--- src/rtl/cbit_pkg.sv ---
package cbit_pkg;

   localparam logic [3:0] SPACE_NIB = 4'b1010;

   localparam logic [3:0] PFX_AND  = 4'b1001;
   localparam logic [3:0] PFX_OR   = 4'b1010;
   localparam logic [3:0] PFX_XOR  = 4'b1011;
   localparam logic [3:0] PFX_CTL  = 4'b1101;
   localparam logic [3:0] PFX_LOAD = 4'b1110;
   localparam logic [3:0] PFX_STORE= 4'b1111;

   localparam logic [3:0] SUB_CLR = 4'b0000;
   localparam logic [3:0] SUB_SET = 4'b0001;
   localparam logic [3:0] SUB_CPL = 4'b0010;
   localparam logic [3:0] SUB_NOP = 4'b0011;

   typedef enum logic [3:0] {
      OP_NONE,
      OP_LDC,
      OP_STC,
      OP_ANDC,
      OP_ORC,
      OP_XORC,
      OP_CLRC,
      OP_SETC,
      OP_CPLC,
      OP_NOP,
      OP_ILL
   } cbit_op_e;

   function automatic logic op_writes_carry(cbit_op_e op);
      return (op == OP_LDC)  || (op == OP_ANDC) || (op == OP_ORC) ||
             (op == OP_XORC) || (op == OP_CLRC) || (op == OP_SETC) ||
             (op == OP_CPLC);
   endfunction

endpackage

--- src/rtl/cbit_decode.sv ---
module cbit_decode
   import cbit_pkg::*;
#(
   parameter int INSN_W = 16,
   parameter int IDX_W  = 4
) (
   input  logic              vld_i,
   input  logic [INSN_W-1:0] insn_i,
   output cbit_op_e          op_o,
   output logic [IDX_W-1:0]  idx_o
);

   localparam int NIB_W = 4;

   if (INSN_W != 16) begin : g_bad_insn_w
      $error("cbit_decode: INSN_W must be 16");
   end
   if (IDX_W < 1 || IDX_W > NIB_W) begin : g_bad_idx_w
      $error("cbit_decode: IDX_W must lie in 1..4");
   end

   logic [NIB_W-1:0] pfx, mid, sub, low;
   logic             in_space;

   assign pfx      = insn_i[15:12];
   assign mid      = insn_i[11:8];
   assign sub      = insn_i[7:4];
   assign low      = insn_i[3:0];
   assign in_space = vld_i && (mid == SPACE_NIB) && (low == SPACE_NIB);
   assign idx_o    = sub[IDX_W-1:0];

   always_comb begin
      op_o = OP_NONE;
      if (in_space) begin
         unique case (pfx)
            PFX_AND:   op_o = OP_ANDC;
            PFX_OR:    op_o = OP_ORC;
            PFX_XOR:   op_o = OP_XORC;
            PFX_LOAD:  op_o = OP_LDC;
            PFX_STORE: op_o = OP_STC;
            PFX_CTL: begin
               unique case (sub)
                  SUB_CLR: op_o = OP_CLRC;
                  SUB_SET: op_o = OP_SETC;
                  SUB_CPL: op_o = OP_CPLC;
                  SUB_NOP: op_o = OP_NOP;
                  default: op_o = OP_ILL;
               endcase
            end
            default:   op_o = OP_NONE;
         endcase
      end
   end

endmodule

--- src/rtl/cbit_lane.sv ---
module cbit_lane #(
   parameter int DATA_W        = 16,
   parameter int IDX_W         = 4,
   parameter int WRITE_VARIANT = 0
) (
   input  logic [DATA_W-1:0] acc_i,
   input  logic [IDX_W-1:0]  idx_i,
   input  logic              bit_i,
   output logic              sel_o,
   output logic [DATA_W-1:0] wr_o
);

   localparam int LANES = 1 << IDX_W;

   if (LANES != DATA_W) begin : g_bad_lanes
      $error("cbit_lane: DATA_W must equal 2**IDX_W");
   end
   if (WRITE_VARIANT < 0 || WRITE_VARIANT > 1) begin : g_bad_variant
      $error("cbit_lane: WRITE_VARIANT must be 0 or 1");
   end

   logic [DATA_W-1:0] hit;

   for (genvar g = 0; g < DATA_W; g++) begin : g_hit
      assign hit[g] = (idx_i == IDX_W'(g));
   end

   assign sel_o = |(acc_i & hit);

   if (WRITE_VARIANT == 0) begin : g_write_lanes
      for (genvar g = 0; g < DATA_W; g++) begin : g_bit
         assign wr_o[g] = hit[g] ? bit_i : acc_i[g];
      end
   end else begin : g_write_mask
      logic [DATA_W-1:0] mask;
      assign mask = {{(DATA_W-1){1'b0}}, 1'b1} << idx_i;
      assign wr_o = (acc_i & ~mask) | ({DATA_W{bit_i}} & mask);
   end

endmodule

--- src/rtl/cbit_flags.sv ---
module cbit_flags #(
   parameter int DATA_W    = 16,
   parameter int ZERO_TREE = 1
) (
   input  logic [DATA_W-1:0] val_i,
   output logic              sign_o,
   output logic              zero_o
);

   localparam int GRP   = 4;
   localparam int NGRP  = (DATA_W + GRP - 1) / GRP;
   localparam int PAD_W = NGRP * GRP;

   assign sign_o = val_i[DATA_W-1];

   if (ZERO_TREE != 0) begin : g_tree
      logic [PAD_W-1:0] padded;
      logic [NGRP-1:0]  grp_any;
      assign padded = PAD_W'(val_i);
      for (genvar g = 0; g < NGRP; g++) begin : g_grp
         assign grp_any[g] = |padded[g*GRP +: GRP];
      end
      assign zero_o = ~|grp_any;
   end else begin : g_flat
      assign zero_o = (val_i == '0);
   end

endmodule

--- src/rtl/carry_bitop_unit.sv ---
module carry_bitop_unit
   import cbit_pkg::*;
#(
   parameter int DATA_W        = 16,
   parameter int WRITE_VARIANT = 0,
   parameter int ZERO_TREE     = 1
) (
   input  logic              clk,
   input  logic              rst,
   input  logic              insn_vld_i,
   input  logic [15:0]       insn_i,
   input  logic [DATA_W-1:0] acc_i,
   input  logic              carry_i,
   output logic              claim_o,
   output logic              carry_o,
   output logic              carry_we_o,
   output logic [DATA_W-1:0] acc_o,
   output logic              acc_we_o,
   output logic              sign_o,
   output logic              zero_o,
   output logic              nop_o,
   output logic              illegal_o
);

   localparam int IDX_W = $clog2(DATA_W);

   if (DATA_W < 2 || DATA_W > 16 || (1 << IDX_W) != DATA_W) begin : g_bad_w
      $error("carry_bitop_unit: DATA_W must be a power of two from 2 to 16");
   end

   cbit_op_e          op;
   logic [IDX_W-1:0]  idx;
   logic              sel;
   logic [DATA_W-1:0] acc_wr;
   logic              wr_sign, wr_zero;

   cbit_decode #(.INSN_W(16), .IDX_W(IDX_W)) i_dec (
      .vld_i (insn_vld_i),
      .insn_i(insn_i),
      .op_o  (op),
      .idx_o (idx)
   );

   cbit_lane #(.DATA_W(DATA_W), .IDX_W(IDX_W), .WRITE_VARIANT(WRITE_VARIANT)) i_lane (
      .acc_i(acc_i),
      .idx_i(idx),
      .bit_i(carry_i),
      .sel_o(sel),
      .wr_o (acc_wr)
   );

   cbit_flags #(.DATA_W(DATA_W), .ZERO_TREE(ZERO_TREE)) i_flags (
      .val_i (acc_wr),
      .sign_o(wr_sign),
      .zero_o(wr_zero)
   );

   logic              c_nxt;
   logic              store;
   logic [DATA_W-1:0] a_nxt;

   always_comb begin
      unique case (op)
         OP_LDC:  c_nxt = sel;
         OP_ANDC: c_nxt = carry_i & sel;
         OP_ORC:  c_nxt = carry_i | sel;
         OP_XORC: c_nxt = carry_i ^ sel;
         OP_CLRC: c_nxt = 1'b0;
         OP_SETC: c_nxt = 1'b1;
         OP_CPLC: c_nxt = ~carry_i;
         default: c_nxt = carry_i;
      endcase
   end

   assign store = (op == OP_STC);
   assign a_nxt = store ? acc_wr : acc_i;

   always_ff @(posedge clk) begin
      if (rst) begin
         claim_o    <= 1'b0;
         carry_o    <= 1'b0;
         carry_we_o <= 1'b0;
         acc_o      <= '0;
         acc_we_o   <= 1'b0;
         sign_o     <= 1'b0;
         zero_o     <= 1'b0;
         nop_o      <= 1'b0;
         illegal_o  <= 1'b0;
      end else begin
         claim_o    <= (op != OP_NONE);
         carry_o    <= c_nxt;
         carry_we_o <= op_writes_carry(op);
         acc_o      <= a_nxt;
         acc_we_o   <= store;
         sign_o     <= store & wr_sign;
         zero_o     <= store & wr_zero;
         nop_o      <= (op == OP_NOP);
         illegal_o  <= (op == OP_ILL);
      end
   end

endmodule

--- config.mk ---
export PLATFORM = sky130hd
export DESIGN_NAME = carry_bitop_unit
export DESIGN_NICKNAME = d
export VERILOG_FILES = /design/src/rtl/cbit_pkg.sv /design/src/rtl/cbit_decode.sv /design/src/rtl/cbit_lane.sv /design/src/rtl/cbit_flags.sv /design/src/rtl/carry_bitop_unit.sv
export SDC_FILE = /design/constraint.sdc
export NUM_CORES = 1
export LEC_CHECK = 0
export ABC_AREA = 0
export ABC_CLOCK_PERIOD_IN_PS = 5760
export BUFFER_PORTS_ARGS = -buffer_cell sky130_fd_sc_hd__buf_2
export CAP_MARGIN = 20
export CORE_ASPECT_RATIO = 0.75
export CORE_MARGIN = 1
export CORE_UTILIZATION = 40
export CTS_CLUSTER_DIAMETER = 200
export DETAILED_ROUTE_END_ITERATION = 10
export PLACE_DENSITY = 0.67
export SYNTH_ARGS = -nofsm -noshare
export SYNTH_HDL_FRONTEND = slang
export SYNTH_HIERARCHICAL = 1
export SYNTH_SLANG_ARGS = --single-unit
--- constraint.sdc ---
create_clock -name clk -period 5.76 [get_ports clk]
set_input_delay 1.152 -clock clk [delete_from_list [all_inputs] [get_ports clk]]
set_output_delay 1.152 -clock clk [all_outputs]
set_load 0.05 [all_outputs]
Yosys cells after proc, flatten, opt, wreduce, memory -nomap -nowiden:

Index checks and enable logic that the tools add are counted.

* bits in registers: 24
* input bits: 36
* output and inout port bits: 24
* word-level logic and storage cells: 83

* equality and inequality tests: 33
* multiplexer cells: 21
* bitwise gates (word level): 7
* reductions and logical operators: 13

Operators by type and width (count)
* equality test 4 bit (second input constant): 19
* equality test 4 x 3 -> 1 bit (second input constant): 8
* OR reduction 16 bit: 2
* one-hot mux 4 bit (6 select lines): 1
* bitwise AND 16 bit: 1
* equality test 4 x 2 -> 1 bit (second input constant): 4
* 2-to-1 mux 1 bit: 16
* 2-to-1 mux 16 bit: 1
* one-hot mux 4 bit (4 select lines): 1
* equality test 4 x 1 -> 1 bit (second input constant): 2
* one-hot mux 1 bit (7 select lines): 1
* logical OR 1 bit: 6
* zero test 4 bit: 1
* 2-to-1 mux 4 bit: 1
* nonzero test 4 bit: 1
* bitwise AND 1 bit: 3
* logical AND 1 bit: 2
* zero test 1 bit: 1
* inverter 1 bit: 1
* OR 1 bit: 1
* bitwise XOR 1 bit: 1

Depth between registers and ports, before layout:

Gate-level depths: netlist of run 1.

* depth in word-level cells: 11
* mapped depth: 11
* gate-level depth less buffers: 9

Modules after synthesis:

Netlist of run 1, hierarchy kept.

By module, submodules not included
* carry_bitop_unit: times used 1, cells an instance 107, area each 950.9 sq um, seq. area each 480.5 sq um
* cbit_lane: times used 1, cells an instance 68, area each 496.7 sq um, seq. area each 0.0 sq um
* cbit_decode: times used 1, cells an instance 25, area each 186.4 sq um, seq. area each 0.0 sq um
* cbit_flags: times used 1, cells an instance 6, area each 41.3 sq um, seq. area each 0.0 sq um

Worst setup path before layout of run 1:

Ideal clock, no wire load.

* kind: input -> register
* start point: in insn_i[8]
* end point: reg acc_o[0]
* library setup time: 132 ps
* arrival time: 2765 ps
* slack: 2863 ps
* stages on the path: 9
* buffers on the path: 3
* path through: nor3b_1 -> nand4_1 -> a311oi_2 -> buf_2 -> or4b_1 -> buf_6 -> buf_8 -> nand2_1 -> a21oi_1

* longest elaborated chain between the ends: 6

Ends and longest elaborated chain
* start, declared: RTL line carry_bitop_unit.sv:11 `input logic [15:0] insn_i,`
* equality test 4 bit: RTL line cbit_decode.sv:29 `assign in_space = vld_i && (mid == SPACE_NIB) && (low == SPACE_NIB);`
* logical AND 1 bit (2 in a row): RTL line cbit_decode.sv:29
* 2-to-1 mux 4 bit: RTL line cbit_decode.sv:34 `if (in_space) begin`
* net op[1]: RTL line carry_bitop_unit.sv:31 `cbit_op_e op;`
* equality test 4 x 2 -> 1 bit: RTL line carry_bitop_unit.sv:75 `assign store = (op == OP_STC);`
* 2-to-1 mux 16 bit: RTL line carry_bitop_unit.sv:76 `assign a_nxt = store ? acc_wr : acc_i;`
* end signal, assigned: RTL line carry_bitop_unit.sv:93 `acc_o <= a_nxt;`
* end, declared: RTL line carry_bitop_unit.sv:17 `output logic [DATA_W-1:0] acc_o,`

The timed path passes the listed nets, and every way through them passes these cells.
A chain may end at the register's enable or synchronous reset.

Worst setup path after layout of run 1:

* start point: in insn_i[8]
* end point: reg zero_o

* longest elaborated chain between the ends: 6

Ends and longest elaborated chain
* equality test 4 bit: RTL line cbit_decode.sv:29
* logical AND 1 bit (2 in a row): RTL line cbit_decode.sv:29
* 2-to-1 mux 4 bit: RTL line cbit_decode.sv:34
* net op[1]: RTL line carry_bitop_unit.sv:31
* equality test 4 x 2 -> 1 bit: RTL line carry_bitop_unit.sv:75
* bitwise AND 1 bit: RTL line carry_bitop_unit.sv:96 `zero_o <= store & wr_zero;`
* end signal, assigned: RTL line carry_bitop_unit.sv:96
* end, declared: RTL line carry_bitop_unit.sv:20 `output logic zero_o,`

The timed path passes the listed nets, and every way through them passes these cells.

==> metrics.csv, run 1 <==
metric;value;unit
gp_congestion;0.931;
hold_path_depth;3;
ys.flop_type;dfxtp_1;
min_from;acc_i[2];
ys_seq_area_share;28.7;%
syn_area;1680;um^2
grt_max_degree;22;
relSlewSlack;45.6;%
antenna_found_initial;0;
post_cts_buffers;0;
synthCells;206;
diodes;0;
drt-vias-per-instance;5.35;
arrival;3.38;ns
postPlaceCellArea;1900;um^2
cts_tree;built;
final_nets;291;
synth_cell_types;46;
rows;19;
setup_viol;0;
yosys_warnings;6;
required;5.98;ns
hold_violations;0;
cp-start-kind;primary input;
numCtsBuffers;3;
design.core.area;3830;um^2
worst_setup_path_end_kind;flip-flop;
cts_hold_buf;0;
n_fill_cell;374;
drc;0;
drive_above_1_share;36.9;%
tightestPinTransition;0.812;ns
path_class;primary input to flip-flop;
wirelength;4.14;mm
min_period;3.16;ns
multi_input_area;1050;um^2
clkTransAtPathRegs;0.09;ns
rsz0062_at_grt;no;
fp.dieH;58.0;um
fin_crit_sh;54.9;%
num_vias;1627;
max_cap_violations;0;
overflow;0;
fin_ws;2.60;ns
drtIter0Drc;123;
htree_levels;1;
cp_max_fo;17;
cpPeakStageDelay;0.82;ns
syn_nets;244;
io_buffers;59;
leakage;0.000864;uW
initial_core_util;43.8;%
die_x;76.7;um
synth-async-reset-ratio;0;%
maxSlewViolCount;0;
final_core_util;51.6;%
hold_end;acc_o[2]$_SDFF_PP0_;
pre_cts_slack;2.36;ns
die-area;4450;um^2
ant_nets;0;
path_buf_inv;1;
worst_path_dominant_cell_family;simple AND/OR/NAND/NOR gates;
powerDensity;211;nW/um^2
grt_usage;19.9;%
cp_slowest_cell;or4b_1;
dr.pass1.iters;4;
vdd_ir_drop_max;112;uV
cp-startpoint;insn_i[8];
syn_area_per_cell;8.13;um^2
synth-edff-count;0;
ios;60;
cts-resized-gates;0;
tns;0;ns
status;complete, no violations;
path_cells;buf_2 > nor3b_1 > nand4_1 > a311oi_2 > or4b_1 > nor2_4 > and2_1;
clock_path_buffers;2;
yosys_register_bits;24;
seq_area;480;um^2
syn_to_final_growth;17.8;%
grt_pass1_vias;1473;
grt_pass1_wl;7.06;mm
fmax;316;MHz
dp_hpwl;3.05;mm
wl_per_cell;13.6;um
clock-sinks;24;
hold_path.class;primary input to flip-flop;
clockRootBuffer;clkbuf_8;
final_cell_area;1970;um^2
power breakdown:
part,internal [uW],leakage (uW),switching [uW]
Combinational,34.1,0.000630,62.6
Clock,92.9,0.0000357,53.1
Sequential,172,0.000198,1.31
synthesized netlist by cell type (3+ instances only):
library cell  instances  area, um^2
buf_6                 4        45.0
nor4_1                6        37.5
nor3b_1               4        30.0
nand3_1               5        25.0
nand2_1              38         143
nor3_1                9        45.0
buf_4                 7        52.6
clkbuf_1              3        11.3
nand2b_1              3        18.8
mux2_2               17         191
a21oi_1              23         115
nand4_1               4        25.0
dfxtp_1              24         480
nor2_1               15        56.3
or2b_1                3        22.5
worst min-delay path: stages:
cell	delay, ns
buf_2	0.12
nand2_1	0.05
a21oi_1	0.05
cell usage in the layout (no fill, tap or decap), types with 4 or more instances in the layout:
cell	instances
buf_2	59
nand2_1	38
dfxtp_1	24
a21oi_1	23
mux2_2	17
nor2_1	15
nor3_1	9
nor4_1	6
nand3_1	5
nor3b_1	4
nand4_1	4
worst max-delay path by stage:
stage,endpoint,slack [ns],depth (start not counted)
after floorplan,acc_o[0]$_SDFF_PP0_,2.86,9
after global placement,sign_o$_SDFF_PP0_,2.40,7
after detailed placement,acc_o[14]$_SDFF_PP0_,2.36,7
after CTS,zero_o$_SDFF_PP0_,2.61,7
after global routing,acc_o[11]$_SDFF_PP0_,2.32,7
final,zero_o$_SDFF_PP0_,2.60,7
per-stage QoR:
step           power, uW  hold slack [ns]  std cells
5_1_grt              437             1.14        304
3_3_place_gp         273             1.43        300
3_5_place_dp         273             1.43        300
4_1_cts              419             1.14        304
2_1_floorplan        246             1.22        206
6_report             416             1.14        304
layout make-up:
class	count	share of cell area, %
multi-input combinational	163	53.4
clock inverter	1	1.52
inverter	2	0.380
timing repair buffer	59	15.0
clock buffer	3	2.09
sequential	24	24.4
tap	52	3.30
routing by layer:
layer	track usage, %	vias to the layer above	share of wire, %
met4	4.95	0	0.99
met5	0	-	0
met3	4.72	6	8.3
li1	-	817	-
met2	27.8	69	40
met1	30.0	735	50
cells by family after synthesis:
logic type,after synthesis,synth area share [%]
adder cells (fa/ha/maj),2,1.49
flip-flops,24,28.7
XOR/XNOR,1,0.523
multiplexers,17,11.4
buffers and inverters,19,8.44
AO/OA/AOI/OAI,37,14.8
AND/OR/NAND/NOR,106,34.7
registers in the layout (all words and copies together), names as in the netlist:
signal	flops
acc_o	16
acc_we_o	1
carry_o	1
carry_we_o	1
claim_o	1
illegal_o	1
nop_o	1
sign_o	1
zero_o	1
Note: power is estimated with default switching activity, not from simulation.
==> inputs of run 2 (changes only) <==
--- a/config.mk
+++ b/config.mk
@@ -6,7 +6,7 @@
 export NUM_CORES = 1
 export LEC_CHECK = 0
 export ABC_AREA = 0
-export ABC_CLOCK_PERIOD_IN_PS = 5760
+export ABC_CLOCK_PERIOD_IN_PS = 3300
 export BUFFER_PORTS_ARGS = -buffer_cell sky130_fd_sc_hd__buf_2
 export CAP_MARGIN = 20
 export CORE_ASPECT_RATIO = 0.75
==> constraint.sdc (replaced) <==
create_clock -name clk -period 3.3 [get_ports clk]
set_input_delay 0.66 -clock clk [delete_from_list [all_inputs] [get_ports clk]]
set_output_delay 0.66 -clock clk [all_outputs]
set_load 0.05 [all_outputs]
==> metrics.csv, run 2 (synthesized netlist as in run 1, its figures left out) <==
metric;value;unit;change
status;complete, no violations;;
cts_tree;built;;
overflow;0;;unchanged
clock-sinks;24;;unchanged
switchingPower;210;uW;+80%
path_cells;buf_2 > nor3b_1 > nand4_1 > a311oi_2 > nor4b_4 > buf_4 > nand2_1 > a21oi_1;;
initial_core_util;43.8;%;unchanged
min_period;2.47;ns;
vdd_ir_drop_max;248;uV;+120%
ant_nets;0;;unchanged
combPwrFrac;22.9;%;-0.3 points
htree_levels;1;;unchanged
num_vias;1577;;-3.1%
worst_setup_path_end_kind;flip-flop;;
clock_path_buffers;2;;unchanged
drt-vias-per-instance;5.15;;-3.7%
fmax;406;MHz;
worst_hold_slack;0.637;ns;-0.507 ns
instances_no_fill;306;;+0.66%
cp_slowest_cell;nor4b_4;;
gp_congestion;0.908;;-2.5%
syn_to_final_growth;18.7;%;
internal_power;522;uW;+75%
cts-resized-gates;0;;unchanged
final_common_cell;buf_2;;
drive_above_1_share;37.4;%;+0.50 points
grt_usage;19.7;%;-0.21 points
maxSlewViolCount;0;;unchanged
wirelength;4.09;mm;-1.2%
diodes;0;;unchanged
clockRootBuffer;clkbuf_8;;
fp.dieH;58.0;um;unchanged
grt_max_degree;22;;unchanged
rsz0062_at_grt;no;;
cts_hold_buf;0;;unchanged
wl_per_cell;13.3;um;-1.9%
path_class;primary input to flip-flop;;
cp-start-kind;primary input;;
power;732;uW;+76%
dp_hpwl;3.03;mm;-0.67%
grt_pass1_vias;1399;;-5.0%
leakage;0.000873;uW;+1.1%
p_clk_share;35.8;%;+0.7 points
rows;19;;unchanged
seq_area;480;um^2;unchanged
cp_max_fo;9;;-8
top_register;acc_o;;
ios;60;;unchanged
antenna_found_initial;0;;unchanged
numCtsBuffers;3;;unchanged
largest_register_ffs;16;;unchanged
tns;0;ns;unchanged
design.core.area;3830;um^2;unchanged
power_frac_seq;41.3;%;-0.4 points
die-area;4450;um^2;unchanged
relSlewSlack;48.5;%;+2.9 points
arrival;2.67;ns;-0.71 ns
fin_crit_sh;74.7;%;
die_x;76.7;um;unchanged
grt_pass1_wl;6.83;mm;-3.2%
max_cap_violations;0;;unchanged
drtIter0Drc;97;;-21%
multi_input_area;1050;um^2;unchanged
dr.pass1.iters;5;;+1
post_cts_buffers;0;;unchanged
required;3.51;ns;-2.47 ns
hold_violations;0;;unchanged
cpPeakStageDelay;0.54;ns;-0.28 ns
powerDensity;368;nW/um^2;+75%
final_nets;293;;+0.69%
tightestPinTransition;0.772;ns;-0.0399 ns
switching_share;28.7;%;+0.57 points
setup_viol;0;;unchanged
drc;0;;unchanged
clkTransAtPathRegs;0.09;ns;about the same
layout_common_cells;buf_2 (59), nand2_1 (38), dfxtp_1 (24);;
n_fill_cell;392;;+4.8%
io_buffers;59;;unchanged
hold_path.class;primary input to flip-flop;;
place_inst;302;;+0.67%
[run 2: layout make-up]
class	instances	area share, %
flip-flops and latches	24	24.2
well taps	52	3.27
clock buffers	3	2.08
multi-input cells	163	53.0
repair buffers	61	15.6
clock inverters	1	1.51
inverters	2	0.378
[run 2: per-layer routing]
metal | GRT usage (%) | vias to the layer above | wire length, um
met4 | 6.59 | 0 | 49
met2 | 28.2 | 46 | 1600
met5 | 0 | - | 0
li1 | - | 831 | -
met3 | 5.20 | 5 | 241
met1 | 28.3 | 695 | 2190
[run 2: stage by stage]
step / instance area, um^2 / utilization (%) / worst slack [ns]
after detailed placement: 1920 / 50.1 / 0.541
after global routing: 1990 / 51.9 / 0.547
after global placement: 1920 / 50.1 / 0.588
after floorplan: 1680 / - / 0.895
final: 1990 / 51.9 / 0.834
after CTS: 1990 / 51.9 / 0.829
[run 2: worst max-delay path, delay by kind of cell]
kind	cells	cell delay, ns
compound gates	2	0.65
simple gates	4	1.02
buf+inv	2	0.35
[run 2: path summary, 6_finish.rpt]
kind | start | to | slack [ns] | cells past startpoint
worst max-delay path | insn_i[8] | acc_o[4]$_SDFF_PP0_ | 0.83 | 8
worst min-delay path | acc_i[15] | acc_o[15]$_SDFF_PP0_ | 0.64 | 3
[run 2: power groups by stage]
stage | Combinational (uW) | Clock, uW | Sequential [uW]
2_1_floorplan | 79.9 | 0 | 349
3_3_place_gp | 167 | 0 | 310
3_5_place_dp | 167 | 0 | 309
4_1_cts | 167 | 267 | 303
5_1_grt | 182 | 280 | 304
6_report | 167 | 262 | 303
